### src/rtl/irq_agg_pkg.sv
package irq_agg_pkg;
  localparam int WORD_W = 32;
  typedef logic [WORD_W-1:0] word_t;
  typedef enum logic { SEL_STATUS = 1'b0, SEL_MASK = 1'b1 } reg_sel_e;
endpackage

### src/rtl/irq_dma_status.sv
module irq_dma_status #(
  parameter int                 NUM_DMA   = 16,
  parameter logic [NUM_DMA-1:0] INFO_BITS = '0
) (
  input  logic               clk,
  input  logic               rst_n,
  input  logic [NUM_DMA-1:0] evt_i,
  input  logic [NUM_DMA-1:0] clr_i,
  output logic [NUM_DMA-1:0] stat_o,
  output logic [NUM_DMA-1:0] halt_o
);
  // event has priority over a clear in the same cycle
  function automatic logic next_bit(input logic cur, input logic evt, input logic clr);
    return evt | (cur & ~clr);
  endfunction

  for (genvar j = 0; j < NUM_DMA; j++) begin : g_ch
    logic bit_q;
    always_ff @(posedge clk or negedge rst_n) begin
      if (!rst_n) bit_q <= 1'b0;
      else        bit_q <= next_bit(bit_q, evt_i[j], clr_i[j]);
    end
    assign stat_o[j] = bit_q;
    if (INFO_BITS[j]) begin : g_info
      assign halt_o[j] = 1'b0;
    end else begin : g_err
      assign halt_o[j] = bit_q;
    end
  end
endmodule

### src/rtl/irq_mask_reg.sv
module irq_mask_reg #(
  parameter int W = 32
) (
  input  logic         clk,
  input  logic         rst_n,
  input  logic         we_i,
  input  logic [W-1:0] wdata_i,
  output logic [W-1:0] mask_o
);
  always_ff @(posedge clk or negedge rst_n) begin
    if (!rst_n)    mask_o <= '0;
    else if (we_i) mask_o <= wdata_i;
  end
endmodule

### src/rtl/irq_readback.sv
module irq_readback
  import irq_agg_pkg::*;
#(
  parameter int W = 32
) (
  input  logic         clk,
  input  logic         rst_n,
  input  reg_sel_e     sel_i,
  input  logic [W-1:0] stat_i,
  input  logic [W-1:0] mask_i,
  output word_t        rdata_o
);
  function automatic word_t pick(input reg_sel_e s, input logic [W-1:0] st, input logic [W-1:0] mk);
    return word_t'((s == SEL_MASK) ? mk : st);
  endfunction

  always_ff @(posedge clk or negedge rst_n) begin
    if (!rst_n) rdata_o <= '0;
    else        rdata_o <= pick(sel_i, stat_i, mask_i);
  end
endmodule

### src/rtl/irq_aggregator.sv
module irq_aggregator
  import irq_agg_pkg::*;
#(
  parameter int          NUM_LINES = 32,
  parameter int          DMA_BASE  = 16,
  parameter logic [31:0] INFO_MAP  = 32'h5555_0000
) (
  input  logic                          clk,
  input  logic                          rst_n,
  input  logic [NUM_LINES-1:0]          req_i,
  input  logic                          reg_sel_i,
  input  logic                          reg_we_i,
  input  logic [31:0]                   reg_wdata_i,
  output logic [31:0]                   reg_rdata_o,
  output logic [NUM_LINES-DMA_BASE-1:0] halt_o,
  output logic                          irq_o
);
  localparam int NUM_DMA = NUM_LINES - DMA_BASE;

  reg_sel_e             sel;
  logic                 stat_wr;
  logic                 mask_wr;
  logic [NUM_DMA-1:0]   dma_evt;
  logic [NUM_DMA-1:0]   dma_clr;
  logic [NUM_DMA-1:0]   dma_stat;
  logic [NUM_LINES-1:0] stat_vec;
  logic [NUM_LINES-1:0] mask_q;

  function automatic logic [NUM_DMA-1:0] zero_clear(input logic wr, input logic [NUM_DMA-1:0] wd);
    return wr ? ~wd : '0;
  endfunction

  assign sel      = reg_sel_e'(reg_sel_i);
  assign stat_wr  = reg_we_i && (sel == SEL_STATUS);
  assign mask_wr  = reg_we_i && (sel == SEL_MASK);
  assign dma_evt  = req_i[NUM_LINES-1:DMA_BASE];
  assign dma_clr  = zero_clear(stat_wr, reg_wdata_i[NUM_LINES-1:DMA_BASE]);
  assign stat_vec = {dma_stat, req_i[DMA_BASE-1:0]};
  assign irq_o    = |(stat_vec & mask_q);

  irq_dma_status #(
    .NUM_DMA  (NUM_DMA),
    .INFO_BITS(INFO_MAP[NUM_LINES-1:DMA_BASE])
  ) u_dma (
    .clk   (clk),
    .rst_n (rst_n),
    .evt_i (dma_evt),
    .clr_i (dma_clr),
    .stat_o(dma_stat),
    .halt_o(halt_o)
  );

  irq_mask_reg #(.W(NUM_LINES)) u_mask (
    .clk    (clk),
    .rst_n  (rst_n),
    .we_i   (mask_wr),
    .wdata_i(reg_wdata_i[NUM_LINES-1:0]),
    .mask_o (mask_q)
  );

  irq_readback #(.W(NUM_LINES)) u_rd (
    .clk    (clk),
    .rst_n  (rst_n),
    .sel_i  (sel),
    .stat_i (stat_vec),
    .mask_i (mask_q),
    .rdata_o(reg_rdata_o)
  );
endmodule

### config.mk
export PLATFORM = sky130hd
export DESIGN_NAME = irq_aggregator
export DESIGN_NICKNAME = d
export VERILOG_FILES = /design/src/rtl/irq_agg_pkg.sv /design/src/rtl/irq_dma_status.sv /design/src/rtl/irq_mask_reg.sv /design/src/rtl/irq_readback.sv /design/src/rtl/irq_aggregator.sv
export SDC_FILE = /design/constraint.sdc
export NUM_CORES = 1
export LEC_CHECK = 0
export BUFFER_PORTS_ARGS = -buffer_cell sky130_fd_sc_hd__buf_2
export CAP_MARGIN = 30
export CORE_MARGIN = 2
export CORE_UTILIZATION = 53
export CTS_CLUSTER_SIZE = 10
export DETAILED_ROUTE_END_ITERATION = 7
export GPL_ROUTABILITY_DRIVEN = 1
export PLACE_DENSITY_LB_ADDON = 0.3
export SLEW_MARGIN = 40
export SYNTH_ARGS = -nofsm -noshare
export SYNTH_HDL_FRONTEND = slang
export SYNTH_SLANG_ARGS = --single-unit
### constraint.sdc
create_clock -name clk -period 3.75 [get_ports clk]
set_input_delay 0.375 -clock clk [delete_from_list [all_inputs] [get_ports clk]]
set_output_delay 0.375 -clock clk [all_outputs]
set_load 0.03 [all_outputs]
# Word-level counts from Yosys, hierarchy flattened
# Cells that the tools add are included.
# totals
regBits	80
out_inout_bits	49
word_cells	74
# classes
mux	2
bitwise_logic	51
n_reduce_logical	3
# ops
cell	n
$and 32x32->32	1
$mux 32	1
$reduce_or 32->1	1
$not 1->1	17
$and 1x1->1	16
$mux 16	1
$not 16->16	1
$or 1x1->1	16
$logic_and 1x1->1	2

# Logic depth before layout (Yosys ltp)
# depth
ltp_word	6
mapped_depth	5
ltp_nobuf	3

# By module
# Synthesis repeated with hierarchy kept, for this count alone.
# hier_totals
hier_cells	258
hier_area_um2	3753.6
# modules_own_cells
module	n_inst	cells_per_inst	area_each_um2
irq_mask_reg	1	68	1345.0
irq_readback	1	68	1345.0
irq_dma_status	1	81	824.5
irq_aggregator	1	41	239.0

# Worst setup path after synthesis
# OpenSTA, ideal clock, no wires.
# synth_path
path_kind	reg-to-output
from	register u_dma.g_ch[7].bit_q
to	output port irq_o
arrival_time_ns	1.317
path_slack_ns	2.058
stages_incl_launch_ff	4
path_buffers	0
path_cell_list	dfrtp_1 a22oi_1 nand4_1 or4_1
# synth_between
elab_chain_cells	2
# synth_lines
element	line	rtl
start, declared	irq_dma_status.sv:18	logic bit_q;
start signal, assigned	irq_dma_status.sv:21	else bit_q <= next_bit(bit_q, evt_i[j], clr_i[j]);
$and 32x32->32	irq_aggregator.sv:39	assign irq_o = |(stat_vec & mask_q);
$reduce_or 32->1	irq_aggregator.sv:39	
end, declared	irq_aggregator.sv:16	output logic irq_o
# Every way passes these cells.

# Worst setup path after layout
# layout_path
from	register u_mask.mask_o[20]
to	output port irq_o
# layout_between
elab_chain_cells	2
# layout_lines
element	line	rtl
start, declared	irq_mask_reg.sv:8	output logic [W-1:0] mask_o
start signal, assigned	irq_mask_reg.sv:12	else if (we_i) mask_o <= wdata_i;
$and 32x32->32	irq_aggregator.sv:39	
$reduce_or 32->1	irq_aggregator.sv:39	
# Every way passes these cells.

==> results.py <==
metrics = {
    "global_route": {
        "groute.usage.overall_pct": 20.4,
        "antenna_found_initial": 0,
        "grt_pass1_wl_um": 9800,
        "grt-ovfl-total": 0,
        "grt_max_degree": 81,
        "grt_pass1_vias": 2061,
    },
    "clock_tree": {
        "cts_tree": "yes",
        "clkSlewWorstSetupHoldPaths_ps": 80,
        "cts_made_buffers": 9,
        "cts-resized-gates": 0,
        "clock_path_buffers": 2,
        "cts_setup_buffers": 0,
        "h-tree-depth": 3,
        "insertion_delay_ps": 340,
        "ctsHoldBuffers": 0,
        "clkSinkCount": 80,
        "clockRootBuffer": "clkbuf_8",
    },
    "layout": {
        "syn2layout_area_growth_pct": 22.0,
        "diodes": 0,
        "final_nets": 396,
        "drive_gt1_share_pct": 56.2,
        "nFillCells": 452,
    },
    "synth": {
        "yosys-top-cells-area": "dfrtp_1, mux2_2, buf_4",
        "netlist.area_leader.share_pct": 61.7,
        "synth.cell_area_mm2": 0.00325,
        "synth_area_per_cell_um2": 14.5,
        "yosysSeqAreaShare_pct": 61.7,
        "synth_top_cell_by_area": "dfrtp_1",
        "ys_warn_count": 0,
        "synth-seq-cells": 80,
        "ys_types": 15,
        "syn_inst": 224,
    },
    "timing": {
        "drv_slew": 0,
        "rsz0062_at_grt": "false",
        "period_minus_slack_ps": 2220,
        "fmax_mhz": 451,
        "tightest_slew_ps": 715,
        "fin_crit_sh_pct": 59.2,
        "fin_skew_ps": 7.25,
        "hold-worst-slack_ps": 48.0,
        "tns_ps": 0,
        "finalHoldViolCount": 0,
        "relSlewSlack_pct": 52.3,
        "setup_viol": 0,
    },
    "route": {
        "dr.pass1.iters": 4,
        "detail_route.wl_per_cell_um": 15.6,
        "drc": 0,
        "first_iter_violations": 71,
        "vias_per_cell": 5.12,
        "antenna_left": 0,
        "drt-total-wl_um": 6360,
        "vias": 2089,
    },
    "floorplan": {
        "dieHeight_um": 82.3,
        "start_util_pct": 54.8,
        "die_w_um": 82.3,
        "dieArea_mm2": 0.00677,
        "fp.coreArea_mm2": 0.00592,
        "num_io_pins": 117,
        "num_rows": 28,
    },
    "power": {
        "p_per_area_mw_per_mm2": 511,
        "ir_drop_uv": 335,
        "cellLeakagePower_nw": 1.78,
    },
    "setup_path": {
        "crit_type": "reg2out",
        "crit_arrival_ps": 1840,
        "regToRegEndpoint": "u_rd.rdata_o[17]",
        "r2r_slack_ps": 2930,
        "cp_max_fo": 3,
        "worstPathRequired_ps": 3380,
        "crit_end": "irq_o",
        "start_kind": "register",
        "end_kind": "output pin",
        "reg2reg_depth": 1,
        "r2r_start": "u_dma.g_ch[1].bit_q",
        "crit_start": "u_mask.mask_o[20]",
    },
    "placed_design": {
        "port_buffers": 108,
        "hpwl_um": 4400,
        "gp_congestion": 0.760,
    },
    "status": {
        "outcome": "completed",
    },
    "hold_path": {
        "hold_class": "in2async",
    },
    "flow_run": {
        "max_cap_viol_count": 0,
    },
}
## metrics by stage
stage               worst slack [ps]  std cells  utilization, %  area [um^2]  total power, mW
finish                          1530        408            66.9         3960             2.02
global route                    1440        408            66.9         3960             2.12
CTS                             1500        408            66.9         3960             2.04
detailed placement              1770        392            63.5         3760             1.41
global placement                1810        392            63.5         3760             1.40
floorplan                       2060        231               -         3270             1.29
## per-layer routing
metal  track usage (%)  share of wire [%]  wire (um)
met5                 0                  0          0
met4              9.50                1.6        100
met3              5.98                6.4        409
met2              31.5                 48       3070
met1              26.6                 44       2780
## layout by cell type, fill, tap and decap left out
cell type	synthesis	layout
buf_2	4	107
dfrtp_1	80	80
mux2_2	61	61
nand2b_1	17	17
o21ai_0	15	15
a22oi_1	14	14
clkbuf_8	0	11
conb_1	1	8
nand4_1	4	4
mux2_1	3	3
a22oi_2	2	2
clkinv_2	0	2
clkbuf_1	1	2
buf_4	19	2
or4_1	1	1
o21ai_1	1	1
nand2_1	1	1
bufinv_16	0	1
buf_6	0	1
## Yosys cell counts
cell,instances
dfrtp_1,80
conb_1,1
o21ai_1,1
clkbuf_1,1
a22oi_2,2
nand4_1,4
buf_4,19
mux2_1,3
nand2b_1,17
a22oi_1,14
nand2_1,1
mux2_2,61
o21ai_0,15
or4_1,1
buf_2,4
## flip-flops by register name, summed over array words and instances (netlist names)
register	flops
u_mask.mask_o	32
u_dma.g_ch.bit_q	16
u_rd.rdata_o	32
## power breakdown
part | internal (mW) | total, mW | switching [mW]
Sequential | 0.964 | 1.02 | 0.0559
Clock | 0.343 | 0.633 | 0.290
Combinational | 0.159 | 0.372 | 0.213
Total | 1.47 | 2.02 | 0.559
## layout make-up
cell class,count,area (um^2),share of cell area [%]
sequential,80,2000,50.6
multi-input combinational,127,1100,27.9
timing repair buffer,110,562,14.2
clock buffer,13,159,4.01
tap,75,93.8,2.37
clock inverter,3,40.0,1.01
## how the worst min path moves through the flow
| stage | start | to | slack (ps) | depth (start not counted) |
|---|---|---|---|---|
| detailed placement | rst_n | u_rd.rdata_o[16] | 460 | 1 |
| floorplan | rst_n | u_dma.g_ch[0].bit_q | 80 | 0 |
| finish | rst_n | u_rd.rdata_o[16] | 50 | 1 |
| global route | rst_n | u_rd.rdata_o[16] | 90 | 1 |
| CTS | rst_n | u_rd.rdata_o[16] | 80 | 1 |
| global placement | u_mask.mask_o[13] | u_mask.mask_o[13] | 500 | 1 |
## logic make-up (layout without fill, tap and decap cells)
logic type | Yosys count | after routing | share of synthesized area, %
AOI/OAI and AO/OA | 32 | 32 | 6.48
and+or+nand+nor | 23 | 23 | 4.39
DFF | 80 | 80 | 61.7
other | 1 | 8 | 0.116
buffers and inverters | 24 | 126 | 5.13
muxes | 64 | 64 | 22.2
## worst max-delay path: stages, from the launching register on
cell	delay, ps
dfrtp_1	400
a22oi_2	220
nand4_1	140
or4_1	550
buf_2	200
Power figures use the tool's default switching activity.
